==> src/rtl/div33_cascade.sv <==
module div33_cascade #(
  parameter int CW       = 4,
  parameter int LOAD_VAL = 5
) (
  input  logic          clk,
  input  logic          srst,
  input  logic [1:0]    src_sel,
  input  logic          slow_tick,
  input  logic          fast_tick,
  input  logic          step_tick,
  output logic [CW-1:0] count_q,
  output logic          tc11,
  output logic          out33
);

  localparam logic [CW-1:0] PRESET = CW'(LOAD_VAL);

  logic          adv;
  logic [CW-1:0] cnt;
  logic          q0, q1;

  always_comb begin
    case (src_sel)
      2'd0:    adv = slow_tick;
      2'd1:    adv = fast_tick;
      2'd2:    adv = step_tick;
      default: adv = 1'b0;
    endcase
  end

  assign tc11 = &cnt;

  always_ff @(posedge clk) begin
    if (srst)      cnt <= PRESET;
    else if (adv)  cnt <= tc11 ? PRESET : cnt + 1'b1;
  end

  always_ff @(posedge clk) begin
    if (srst) begin
      q0 <= 1'b0;
      q1 <= 1'b0;
    end else if (adv && tc11) begin
      q0 <= ~(q0 | q1);
      q1 <= q0;
    end
  end

  assign count_q = cnt;
  assign out33   = q1;

  a_r1_reset_state: assert property (@(posedge clk)
    srst |=> (count_q == PRESET) && !out33 && !tc11);

  a_r3_step_up: assert property (@(posedge clk) disable iff (srst)
    (adv && count_q != {CW{1'b1}}) |=> count_q == $past(count_q) + 1'b1);

  a_r4_reload: assert property (@(posedge clk) disable iff (srst)
    (adv && count_q == {CW{1'b1}}) |=> count_q == PRESET);

  a_r8_hold: assert property (@(posedge clk) disable iff (srst)
    !adv |=> $stable(count_q) && $stable(out33));

  a_r6_gated: assert property (@(posedge clk) disable iff (srst)
    !(adv && tc11) |=> $stable(q0) && $stable(q1));

  a_r6_legal_state: assert property (@(posedge clk) disable iff (srst)
    !(q0 && q1));

endmodule

==> config.mk <==
export PLATFORM = sky130hd
export DESIGN_NAME = div33_cascade
export DESIGN_NICKNAME = d
export VERILOG_FILES = /design/src/rtl/div33_cascade.sv
export SDC_FILE = /design/constraint.sdc
export NUM_CORES = 1
export LEC_CHECK = 0
export BUFFER_PORTS_ARGS = -buffer_cell sky130_fd_sc_hd__buf_2
export CAP_MARGIN = 20
export CORE_AREA = 2 2 39 41
export DETAILED_ROUTE_END_ITERATION = 8
export DIE_AREA = 0 0 41 43
export HOLD_SLACK_MARGIN = 0.1
export MAX_ROUTING_LAYER = met4
export PLACE_DENSITY = 0.51
export SYNTH_ARGS = -nofsm -noshare
export SYNTH_HDL_FRONTEND = slang
export SYNTH_SLANG_ARGS = --single-unit
==> constraint.sdc <==
create_clock -name clk -period 1.3 [get_ports clk]
set_clock_uncertainty 0.05 [all_clocks]
set_input_delay 0.065 -clock clk [delete_from_list [all_inputs] [get_ports clk]]
set_output_delay 0.065 -clock clk [all_outputs]
set_load 0.05 [all_outputs]
---- After elaboration in Yosys (flattened, before gate mapping) ----
Index checks and enable logic that the tools add are counted.
W data, S select, Z words.
word-level totals
  bits in registers ....................... 6
  output and inout port bits .............. 6
  word-level logic and storage cells ...... 13
operators by class
  add/subtract/negate cells ............... 1
  eq/ne operators ......................... 2
  multiplexer cells ....................... 2
  bitwise gates (word level) .............. 2
  reductions and logical operators ........ 3
operators by type and width
  operator               number
  $add A4 B1 Y4 const B  1
  $mux W4                1
  $reduce_and A4 Y1      1
  $pmux W1 S3            1
  $eq A2 B1 Y1 const B   1
  $eq A2 B2 Y1 const B   1
  $logic_not A2 Y1       1
  $logic_and A1 B1 Y1    1
  $not A1 Y1             1
  $or A1 B1 Y1           1

---- Longest topological paths before layout ----
  word-level depth ........................ 3
  mapped depth ............................ 5
  depth with buffers taken out ............ 5

---- Worst setup path after synthesis ----
Ideal clock, no wire load.
  path type ............................... reg2reg
  start ................................... reg cnt[0], in the netlist count_q[0]
  end ..................................... reg q1, in the netlist out33
  arrival time ............................ 1.768 ns
  required time ........................... 1.130 ns
  slack ................................... -0.639 ns
  stages on the path, launching flop included .. 5
  buffers on the path ..................... 0
  period minus slack after synthesis ...... 1.939 ns
  path through ............................ dfxtp_1 > ha_1 > and3_1 > nand2_1 > mux2i_1
between the ends
  cells in the longest elaborated chain, start to end .. 2
ends and longest elaborated chain
  element                 RTL line  source
  from (decl)             19        logic [CW-1:0] cnt;
  from (signal assigned)  35        else if (adv) cnt <= tc11 ? PRESET : cnt + 1'b1;
  $reduce_and A4 Y1       31        assign tc11 = &cnt;
  via tc11                12        output logic tc11,
  $logic_and A1 B1 Y1     42        end else if (adv && tc11) begin
  to (signal assigned)    44        q1 <= q0;
  to (decl)               20        logic q0, q1;
The timed path passes the listed nets, and every way through them passes these cells.
A chain may end at the register's enable or synchronous reset.

---- Worst setup path in the final report ----
  start ................................... reg cnt[1], in the netlist count_q[1]
  end ..................................... out tc11
between the ends
  cells in the longest elaborated chain, start to end .. 1
ends and longest elaborated chain
  element            RTL line
  $reduce_and A4 Y1  31
  to (decl)          12
Every way passes these cells.

==> results.toml <==
[outcome]
status = "finished clean"

[synthesis]
yosys_warnings = 0
synth_cells = 32
synth_compound_area_share_pct = 15.90
synth_area_um2 = 299.0
yosysSeqAreaShare_pct = 40.17
synth_mux_area_share_pct = 13.39
synth_nets = 40
synth_top_family_by_area = "simple AND/OR/NAND/NOR gates"
ys_types = 20
yosys.area_share.simple_pct = 24.69
synth_fa_ha_area_share_pct = 4.184
synthXorXnorAreaFrac_pct = 0
syn_area_per_cell_um2 = 9.345
ys_ff_latch = 6

[cells_and_area]
fill_cells = 160
drive_above_1_share_pct = 47.92
finalInstanceArea_um2 = 446.7
nNetsFinal = 57
fin_cells = 64
fin_util_pct = 32.28
num_antenna_cells = 0
area_delta_synth_final_pct = 49.37

[routing]
postRouteAntennaNets = 0
num_vias = 284
wl_per_cell_um = 9.563
drtIter0Drc = 4
finalWirelength_um = 612
dr.pass1.iters = 4
route.detailed.drc = 0
vias_per_cell = 4.438

[sta]
fmax_mhz = 812.0
finalSetupViolCount = 0
post-route-min-period_ns = 1.232
maxSlewViolCount = 0
tightest_slew_ns = 0.3285
rsz0062_at_grt = "no"
slew_headroom_pct = 78.10
post-route-period-util_pct = 94.74
finalHoldViolations = 0

[global_routing]
first_global_vias = 242
use_met3_pct = 9.424
grt_overflow = 0
grt_pass1_wl_um = 959
use_met1_pct = 9.936
grt_max_degree = 10
antenna_found_initial = 0
busiest_layer = "met2"
track_usage_pct = 9.250
use_met2_pct = 10.94

[power]
ir_worst_vdd_v = 0.0005895
power_leakage_nw = 0.1914
power_density_mw_per_mm2 = 1180

[run]
cap_violations = 0

[floorplan]
core_mm2 = 0.001384
die_h_um = 43
ioPinCount = 13
initial_core_util_pct = 21.61
rows = 14
die_x_um = 41
die_area_mm2 = 0.001763

[critical_path]
critPathKind = "flip-flop to primary output"
critPathTopFamily = "flip-flops"
crit_buf_inv = 1
cpPeakStageDelay_ns = 0.36
path_cells = "ha_4, and3_4, buf_6"
slowest_stage = "dfxtp_4"
cp-start-kind = "flip-flop"
arrival_ns = 1.12
cp.required_ns = 1.19
cp-startpoint = "count_q[1]$_SDFFE_PP0P_"
rr_startpoint = "count_q[0]$_SDFFE_PP1P_"
worst-path-max-fanout = 4
endpoint_kind = "primary output"

[clocking]
cts_setup_buffers = 0
numClockSinks = 6
htree_num_levels = 1
numCtsBuffers = 3
cts_tree = "yes"
clk_latency_ns = 0.25
root_buffer = "clkbuf_4"
cts.clk_slew.worst_paths_ns = 0.05
clockBufferDepth = 2

[placed_design]
dp_cells = 59
port_buffers = 12
placed_area_um2 = 404.1
globalplace.congestion = 0.5920
dp_hpwl_um = 465.1

[hold_path]
min_path_type = "primary input to flip-flop"
hold_start = "src_sel[0]"
==> routing by layer <==
layer | up-vias | wire (µm)
met5 | - | 0
met4 | 0 | 0
met3 | 0 | 59
met2 | 12 | 280
met1 | 121 | 272
li1 | 151 | -
==> power by group <==
group / switching, mW / leakage [nW] / internal, mW
logic: 0.0744 / 0.127 / 0.0458
registers: 0.0152 / 0.0497 / 0.198
clock network: 0.0767 / 0.0150 / 0.117
==> metrics by stage <==
stage	TNS, ns	setup slack (ns)	power, mW	hold WS [ns]
6_report	0	0.06841	0.5272	0.1884
2_1_floorplan	-0.005913	-0.005913	0.3058	0.2417
3_3_place_gp	0	0.1700	0.3360	0.2819
4_1_cts	0	0.01964	0.5382	0.1785
5_1_grt	0	0.01107	0.5682	0.1883
3_5_place_dp	0	0.1612	0.3361	0.2879
==> final cells by class <==
| type | instances | area [µm²] | share of cell area [%] |
|---|---|---|---|
| sequential | 6 | 130.1 | 29.13 |
| clock buffer | 4 | 26.28 | 5.882 |
| tap | 16 | 20.02 | 4.482 |
| multi-input combinational | 25 | 193.9 | 43.42 |
| timing repair buffer | 13 | 76.32 | 17.09 |
==> layout by cell type (no fill, tap or decap) <==
| master | count |
|---|---|
| nand2b_1 | 2 |
| and3_4 | 1 |
| nor3_1 | 1 |
| o21a_1 | 1 |
| o21ai_2 | 1 |
| nand3_1 | 1 |
| nor2b_1 | 1 |
| buf_2 | 11 |
| nor2_1 | 2 |
| or3_1 | 2 |
| nand2_2 | 1 |
| dfxtp_4 | 2 |
| ha_4 | 1 |
| clkbuf_4 | 3 |
| a41oi_1 | 1 |
| dfxtp_1 | 2 |
| buf_6 | 1 |
| a211oi_1 | 1 |
| nor3b_1 | 1 |
| clkbuf_1 | 1 |
| a21oi_1 | 2 |
| nand3b_1 | 1 |
| o21ai_1 | 1 |
| mux2i_1 | 4 |
| dfxtp_2 | 2 |
| dlygate4sd3_1 | 1 |
==> cell usage after synthesis (all sizes together) <==
master | instances | share of area, %
dfxtp | 6 | 40
mux2i | 4 | 13
a21oi | 2 | 3.3
nand2b | 2 | 4.2
nor2 | 2 | 2.5
o21ai | 2 | 4.6
or3 | 2 | 4.2
a211oi | 1 | 2.5
a41oi | 1 | 2.9
and3 | 1 | 2.1
buf | 1 | 1.7
ha | 1 | 4.2
nand2 | 1 | 1.3
nand3 | 1 | 1.7
nand3b | 1 | 2.5
nor2b | 1 | 2.1
nor3 | 1 | 1.7
nor3b | 1 | 2.5
o21a | 1 | 2.5
==> worst paths after layout <==
path,endpoint,slack (ns),cells past startpoint
min,count_q[0]$_SDFFE_PP1P_,0.19,3
min reg2reg,out33$_SDFFE_PP0P_,0.45,2
max reg2reg,count_q[0]$_SDFFE_PP1P_,0.14,4
max,tc11,0.07,3
==> sequential cells by signal, indices dropped and copies added, names as in the netlist <==
signal / count
q0: 1
out33: 1
count_q: 4
==> kinds of logic after synthesis <==
kind of cell             after synthesis
adder cells (fa/ha/maj)                1
AND/OR/NAND/NOR                       13
AO/OA/AOI/OAI                          7
flip-flops                             6
buffers and inverters                  1
multiplexers                           4
==> worst register-to-register path, stage by stage, from the launching register on <==
cell     delay, ns
dfxtp_4       0.36
ha_4          0.16
and3_4        0.19
nor3b_1       0.18
a21oi_1       0.09
==> repair_timing <==
| item | in CTS | in global routing |
|---|---|---|
| resized for setup | 1 | 1 |
| setup endpoints to repair | 1 | 1 |
| cloned | 0 | 0 |
| hold buffers | 1 | 0 |
| endpoints found under the hold margin | 2 | 0 |
(Power assumes the default switching activity.)
